==> config.mk <==
export PLATFORM = sky130hd
export DESIGN_NAME = pinrt_router
export DESIGN_NICKNAME = d
export VERILOG_FILES = /design/src/rtl/pinrt_pkg.sv /design/src/rtl/pinrt_sync.sv /design/src/rtl/pinrt_cfg.sv /design/src/rtl/pinrt_lane.sv /design/src/rtl/pinrt_router.sv
export SDC_FILE = /design/constraint.sdc
export NUM_CORES = 1
export LEC_CHECK = 0
export CORE_UTILIZATION = 57
export CTS_BUF_LIST = sky130_fd_sc_hd__clkbuf_16
export CTS_CLUSTER_DIAMETER = 50
export DETAILED_ROUTE_END_ITERATION = 7
export PLACE_DENSITY = 0.82
export SETUP_SLACK_MARGIN = 0.2
export SYNTH_ARGS = -nofsm -noshare
export SYNTH_HDL_FRONTEND = slang
export SYNTH_SLANG_ARGS = --single-unit
==> constraint.sdc <==
create_clock -name clk -period 3.93 [get_ports clk]
set_input_delay 1.179 -clock clk [delete_from_list [all_inputs] [get_ports clk]]
set_output_delay 1.179 -clock clk [all_outputs]
set_load 0.03 [all_outputs]
==> src/rtl/pinrt_pkg.sv <==
package pinrt_pkg;

    localparam int CODE_W    = 3;
    localparam int FIELD_GAP = 4;

    typedef enum logic [CODE_W-1:0] {
        RT_NONE    = 3'b000,
        RT_RSVD    = 3'b001,
        RT_TMR0    = 3'b010,
        RT_TMR1    = 3'b011,
        RT_HI_RISE = 3'b100,
        RT_LO_RISE = 3'b101,
        RT_HI_FALL = 3'b110,
        RT_LO_FALL = 3'b111
    } route_code_e;

    typedef struct packed {
        logic tmr0;
        logic tmr1;
        logic irq_hi;
        logic irq_lo;
    } route_vec_t;

    function automatic route_vec_t route_decode(route_code_e code, logic lvl,
                                                logic rise, logic fall);
        route_vec_t v;
        v = '0;
        unique case (code)
            RT_TMR0:    v.tmr0   = lvl;
            RT_TMR1:    v.tmr1   = lvl;
            RT_HI_RISE: v.irq_hi = rise;
            RT_LO_RISE: v.irq_lo = rise;
            RT_HI_FALL: v.irq_hi = fall;
            RT_LO_FALL: v.irq_lo = fall;
            default:    v = '0;
        endcase
        return v;
    endfunction

    function automatic route_vec_t route_or(route_vec_t a, route_vec_t b);
        return a | b;
    endfunction

endpackage

==> src/rtl/pinrt_sync.sv <==
module pinrt_sync #(
    parameter int WIDTH  = 8,
    parameter int STAGES = 2
) (
    input  logic             clk,
    input  logic             rst,
    input  logic [WIDTH-1:0] async_i,
    output logic [WIDTH-1:0] sync_o
);
    logic [WIDTH-1:0] chain [STAGES];

    always_ff @(posedge clk) begin
        if (rst) chain[0] <= '0;
        else     chain[0] <= async_i;
    end

    for (genvar s = 1; s < STAGES; s++) begin : g_stage
        always_ff @(posedge clk) begin
            if (rst) chain[s] <= '0;
            else     chain[s] <= chain[s-1];
        end
    end

    assign sync_o = chain[STAGES-1];
endmodule

==> src/rtl/pinrt_cfg.sv <==
module pinrt_cfg
    import pinrt_pkg::*;
#(
    parameter int NUM_PINS = 8,
    parameter int ADDR_W   = 4
) (
    input  logic                       clk,
    input  logic                       rst,
    input  logic                       we,
    input  logic [ADDR_W-1:0]          addr,
    input  logic [7:0]                 wdata,
    output logic [NUM_PINS*CODE_W-1:0] codes_o
);
    for (genvar i = 0; i < NUM_PINS; i++) begin : g_field
        localparam int BYTE_IDX = i / 2;
        localparam int BIT_OFS  = (i % 2) * FIELD_GAP;
        logic [CODE_W-1:0] code_q;

        always_ff @(posedge clk) begin
            if (rst)
                code_q <= RT_NONE;
            else if (we && (addr == ADDR_W'(BYTE_IDX)))
                code_q <= wdata[BIT_OFS +: CODE_W];
        end

        assign codes_o[i*CODE_W +: CODE_W] = code_q;
    end

    AST_CODES_CLEAR: assert property (@(posedge clk) disable iff (rst)
        $past(rst) |-> (codes_o == '0));
endmodule

==> src/rtl/pinrt_lane.sv <==
module pinrt_lane
    import pinrt_pkg::*;
(
    input  logic              clk,
    input  logic              rst,
    input  logic              lvl_i,
    input  logic [CODE_W-1:0] code_i,
    output route_vec_t        contrib_o
);
    logic hist_q;
    logic rise, fall;

    always_ff @(posedge clk) begin
        if (rst) hist_q <= 1'b0;
        else     hist_q <= lvl_i;
    end

    assign rise = lvl_i & ~hist_q;
    assign fall = ~lvl_i & hist_q;

    assign contrib_o = route_decode(route_code_e'(code_i), lvl_i, rise, fall);

    AST_RSVD_QUIET: assert property (@(posedge clk) disable iff (rst)
        (code_i == RT_RSVD || code_i == RT_NONE) |-> (contrib_o == '0));
    AST_TMR_LEVEL: assert property (@(posedge clk) disable iff (rst)
        (contrib_o.tmr0 || contrib_o.tmr1) |-> lvl_i);
    AST_PULSE_SINGLE: assert property (@(posedge clk) disable iff (rst)
        rise |=> !rise);
    AST_NO_EDGE_STEADY: assert property (@(posedge clk) disable iff (rst)
        (lvl_i == hist_q) |-> !(contrib_o.irq_hi || contrib_o.irq_lo));
endmodule

==> src/rtl/pinrt_router.sv <==
module pinrt_router
    import pinrt_pkg::*;
#(
    parameter int NUM_PINS = 8,
    parameter int ADDR_W   = 4
) (
    input  logic                clk,
    input  logic                rst,
    input  logic [NUM_PINS-1:0] pin_i,
    input  logic                cfg_we,
    input  logic [ADDR_W-1:0]   cfg_addr,
    input  logic [7:0]          cfg_wdata,
    output logic                tmr0_o,
    output logic                tmr1_o,
    output logic                irq_hi_o,
    output logic                irq_lo_o
);
    localparam int CODES_W = NUM_PINS * CODE_W;

    logic [NUM_PINS-1:0] lvl;
    logic [CODES_W-1:0]  codes;
    route_vec_t          contrib [NUM_PINS];
    route_vec_t          merged;

    pinrt_sync #(.WIDTH(NUM_PINS), .STAGES(2)) u_sync (
        .clk     (clk),
        .rst     (rst),
        .async_i (pin_i),
        .sync_o  (lvl)
    );

    pinrt_cfg #(.NUM_PINS(NUM_PINS), .ADDR_W(ADDR_W)) u_cfg (
        .clk     (clk),
        .rst     (rst),
        .we      (cfg_we),
        .addr    (cfg_addr),
        .wdata   (cfg_wdata),
        .codes_o (codes)
    );

    for (genvar i = 0; i < NUM_PINS; i++) begin : g_lane
        pinrt_lane u_lane (
            .clk       (clk),
            .rst       (rst),
            .lvl_i     (lvl[i]),
            .code_i    (codes[i*CODE_W +: CODE_W]),
            .contrib_o (contrib[i])
        );
    end

    always_comb begin
        merged = '0;
        for (int i = 0; i < NUM_PINS; i++)
            merged = route_or(merged, contrib[i]);
    end

    assign tmr0_o   = merged.tmr0;
    assign tmr1_o   = merged.tmr1;
    assign irq_hi_o = merged.irq_hi;
    assign irq_lo_o = merged.irq_lo;

    AST_TMR_NEEDS_PIN: assert property (@(posedge clk) disable iff (rst)
        (tmr0_o || tmr1_o) |-> (|lvl));
    AST_RESET_QUIET: assert property (@(posedge clk) disable iff (rst)
        $past(rst) |-> !(irq_hi_o || irq_lo_o));
endmodule

==> reports/results.txt <==
Synth Cell Area: 1980 um2
Num rows: 21
Drt pass-1 iters: 4
Post-Route Skew: 3.08 ps
Ys Warns: 0
Number of synthesized flops with an enable pin: 0
Reg clk slew, reported paths: 60 ps
Via count: 1528
DR iter-0 viols: 88
CTS Buf Count: 5
Commonest non-fill, non-tap cell in the layout: dfxtp_1
Pin count of the biggest net entering global routing: 43
Largest cells by area after synthesis: dfxtp_1 (49%), mux2i_1 (12%), nor2b_1 (8.2%)
Post-synthesis mux area share: 12.2%
Global-route wire length before repair: 6260 um
Boundary Pins: 27
Flop pwr share: 48.1%
Clock share of power: 46.3%
Layout cells sized above 1: 6.58%
CTS tree: built
Post-route ant nets: 0
Critical Path Start Type: flip-flop
Share of the synthesized area in the top cell type: 48.6%
Combinational power share: 5.6%
Syn avg cell area: 9.78 um2
Setup Viol. Count Final: 0
Post-CTS Hold Fix Bufs: 0
CP endpoint kind: output port
Syn_nets: 225
Critical Path AT: 2130 ps
Chip Height: 60.9 um
Leakage power: 0.926 nW
Final setup TNS: 0 ps
Remaining global-route overflow: 0
CTS Buffer Depth: 2
Mapped Cells: 202
Core area: 3340 um2
GRT Total Usage: 24.0%
CP max FO: 4
Worst VDD drop: 0.000331 V
Crit Path Category: flip-flop to output port
Input/output buffers: 24
Post-Synth Simple-Gate Area: 27.1%
Seq/Total Area, Yosys: 48.6%
# H-tree levels: 2
P_sw: 220 uW
Number of global-route vias before repair: 1399
Multi-input logic area: 955 um2
Post-CTS Resized: 0
Routed vias/inst: 5.58
Worst min path class: flip-flop to flip-flop
Layout fillers: 256
Net switching fraction of the power: 20.8%
Power per cell area: 436 nW/um2
Compound-Gate Fraction of Synth Area: 9.06%
Initial Util: 59.2%
DRC viols: 0
Adder-cell share of the synthesized area: 0%
Max-slew headroom: 71.2%
Final core utilization: 72.5%
Routed wire per std cell: 14.6 um
Synth cell types: 30
Die ar.: 3710 um2
Leading area contributor after synthesis: dfxtp_1
Syn-to-layout area delta: 22.4%
Die width: 60.9 um
Synth async-reset ratio: 0%
Run status: finished clean
Antenna violations before repair: 0
Max Slew Vio Count: 0
Hold Vio Cnt, Final: 0
# Post-CTS Setup Buffers: 0
Gpl congestion: 0.919
RSZ-0062 raised after global routing: false
Flops & latches, synth: 48
Clk sink count: 48
Worst-Skew Late Latency: 290 ps
Max_cap viols: 0
Required @ worst endpoint: 2750 ps
Dpl hpwl: 2850 um
Internal power: 835 uW
XOR/XNOR Fraction of Synth Area: 0%
Post-Route WL: 4000 um
Most frequent cells in the layout: dfxtp_1 (48), nor2b_1 (26), nor2_1 (25)
Final net count: 250
Most used DFF post-synth: dfxtp_1
Crit share post-route: 84.2%
Slew @ Worst Pin: 432 ps
Clock root cell: clkbuf_16
Min cycle time layout: 3310 ps
Fmax: 0.302 GHz
Largest family of logic cells by synthesized area: simple AND/OR/NAND/NOR gates
# diodes: 0
FF+latch area: 961 um2
[cell families after synthesis]
kind of cell | Yosys count
muxes | 24
buffers and inverters | 14
DFF | 48
AOI/OAI and AO/OA | 26
and+or+nand+nor | 90
[Yosys cell counts, types with 2 or more instances]
cell	number
o22ai_1	6
nor2b_1	26
nand3b_1	12
dfxtp_1	48
and2_1	2
nor2_1	25
mux2i_1	24
nand4_1	2
a32oi_1	4
a31oi_1	4
buf_4	2
nand2b_1	7
o21ai_0	3
clkbuf_1	5
nand2_1	7
inv_1	7
a21oi_1	4
o22a_1	2
[metrics by stage]
step / setup slack, ps / cells / hold WS [ps] / cell area [um2] / total power, mW
after global placement: 982 / 266 / 421 / 2250 / 0.574
after CTS: 632 / 274 / 436 / 2420 / 1.06
final: 622 / 274 / 435 / 2420 / 1.05
after detailed placement: 975 / 266 / 420 / 2250 / 0.578
after global routing: 559 / 274 / 456 / 2420 / 1.09
after floorplan: 1530 / 202 / 414 / 1980 / 0.545
[area by class of cell]
| type | instances | share of cell area, % |
|---|---|---|
| Inverter | 7 | 1.09 |
| Timing Repair Buffer | 25 | 10.2 |
| Clock buffer | 5 | 5.17 |
| Sequential cell | 48 | 39.7 |
| Clock inverter | 3 | 1.91 |
| Tap cell | 46 | 2.38 |
| Multi-Input combinational cell | 140 | 39.5 |
[flip-flops by register name, summed over array words and instances, names as in the netlist]
| name | count |
|---|---|
| g_lane.u_lane.hist_q | 8 |
| u_sync.chain | 16 |
| u_cfg.g_field.code_q | 24 |
[worst max-delay path, cell delays in order, from the launching register on]
cell             delay, ps
dfxtp_1                360
or3b_2                 480
a21oi_1                150
a31oi_1                 60
nand4_1                110
clkdlybuf4s50_1        680
[final timing paths]
| kind | start | end | slack, ps | cells after the start |
|---|---|---|---|---|
| setup / recovery | u_sync.chain[1][5] | irq_lo_o | 620 | 5 |
| hold / removal | u_sync.chain[0][6] | u_sync.chain[1][6] | 440 | 1 |
| setup reg to reg | u_cfg.g_field[3].code_q[0] | u_cfg.g_field[3].code_q[0] | 3230 | 2 |
| hold reg to reg | u_sync.chain[0][6] | u_sync.chain[1][6] | 440 | 1 |
[power by group through the flow]
stage	registers, mW	logic (mW)	clock network [mW]
after floorplan	0.516	0.0293	0
after global placement	0.518	0.0570	0
after detailed placement	0.518	0.0594	0
after CTS	0.507	0.0598	0.493
after global routing	0.509	0.0648	0.519
final	0.507	0.0594	0.488
[metal layers]
| metal | global-route usage, % | vias to the layer above | share of wire, % |
|---|---|---|---|
| met5 | 0 | - | 0 |
| met4 | 11.0 | 0 | 2.2 |
| met1 | 30.6 | 719 | 46 |
| li1 | - | 753 | - |
| met3 | 8.32 | 9 | 4.5 |
| met2 | 36.6 | 47 | 47 |
No activity file was read; power rests on OpenSTA's default activity.
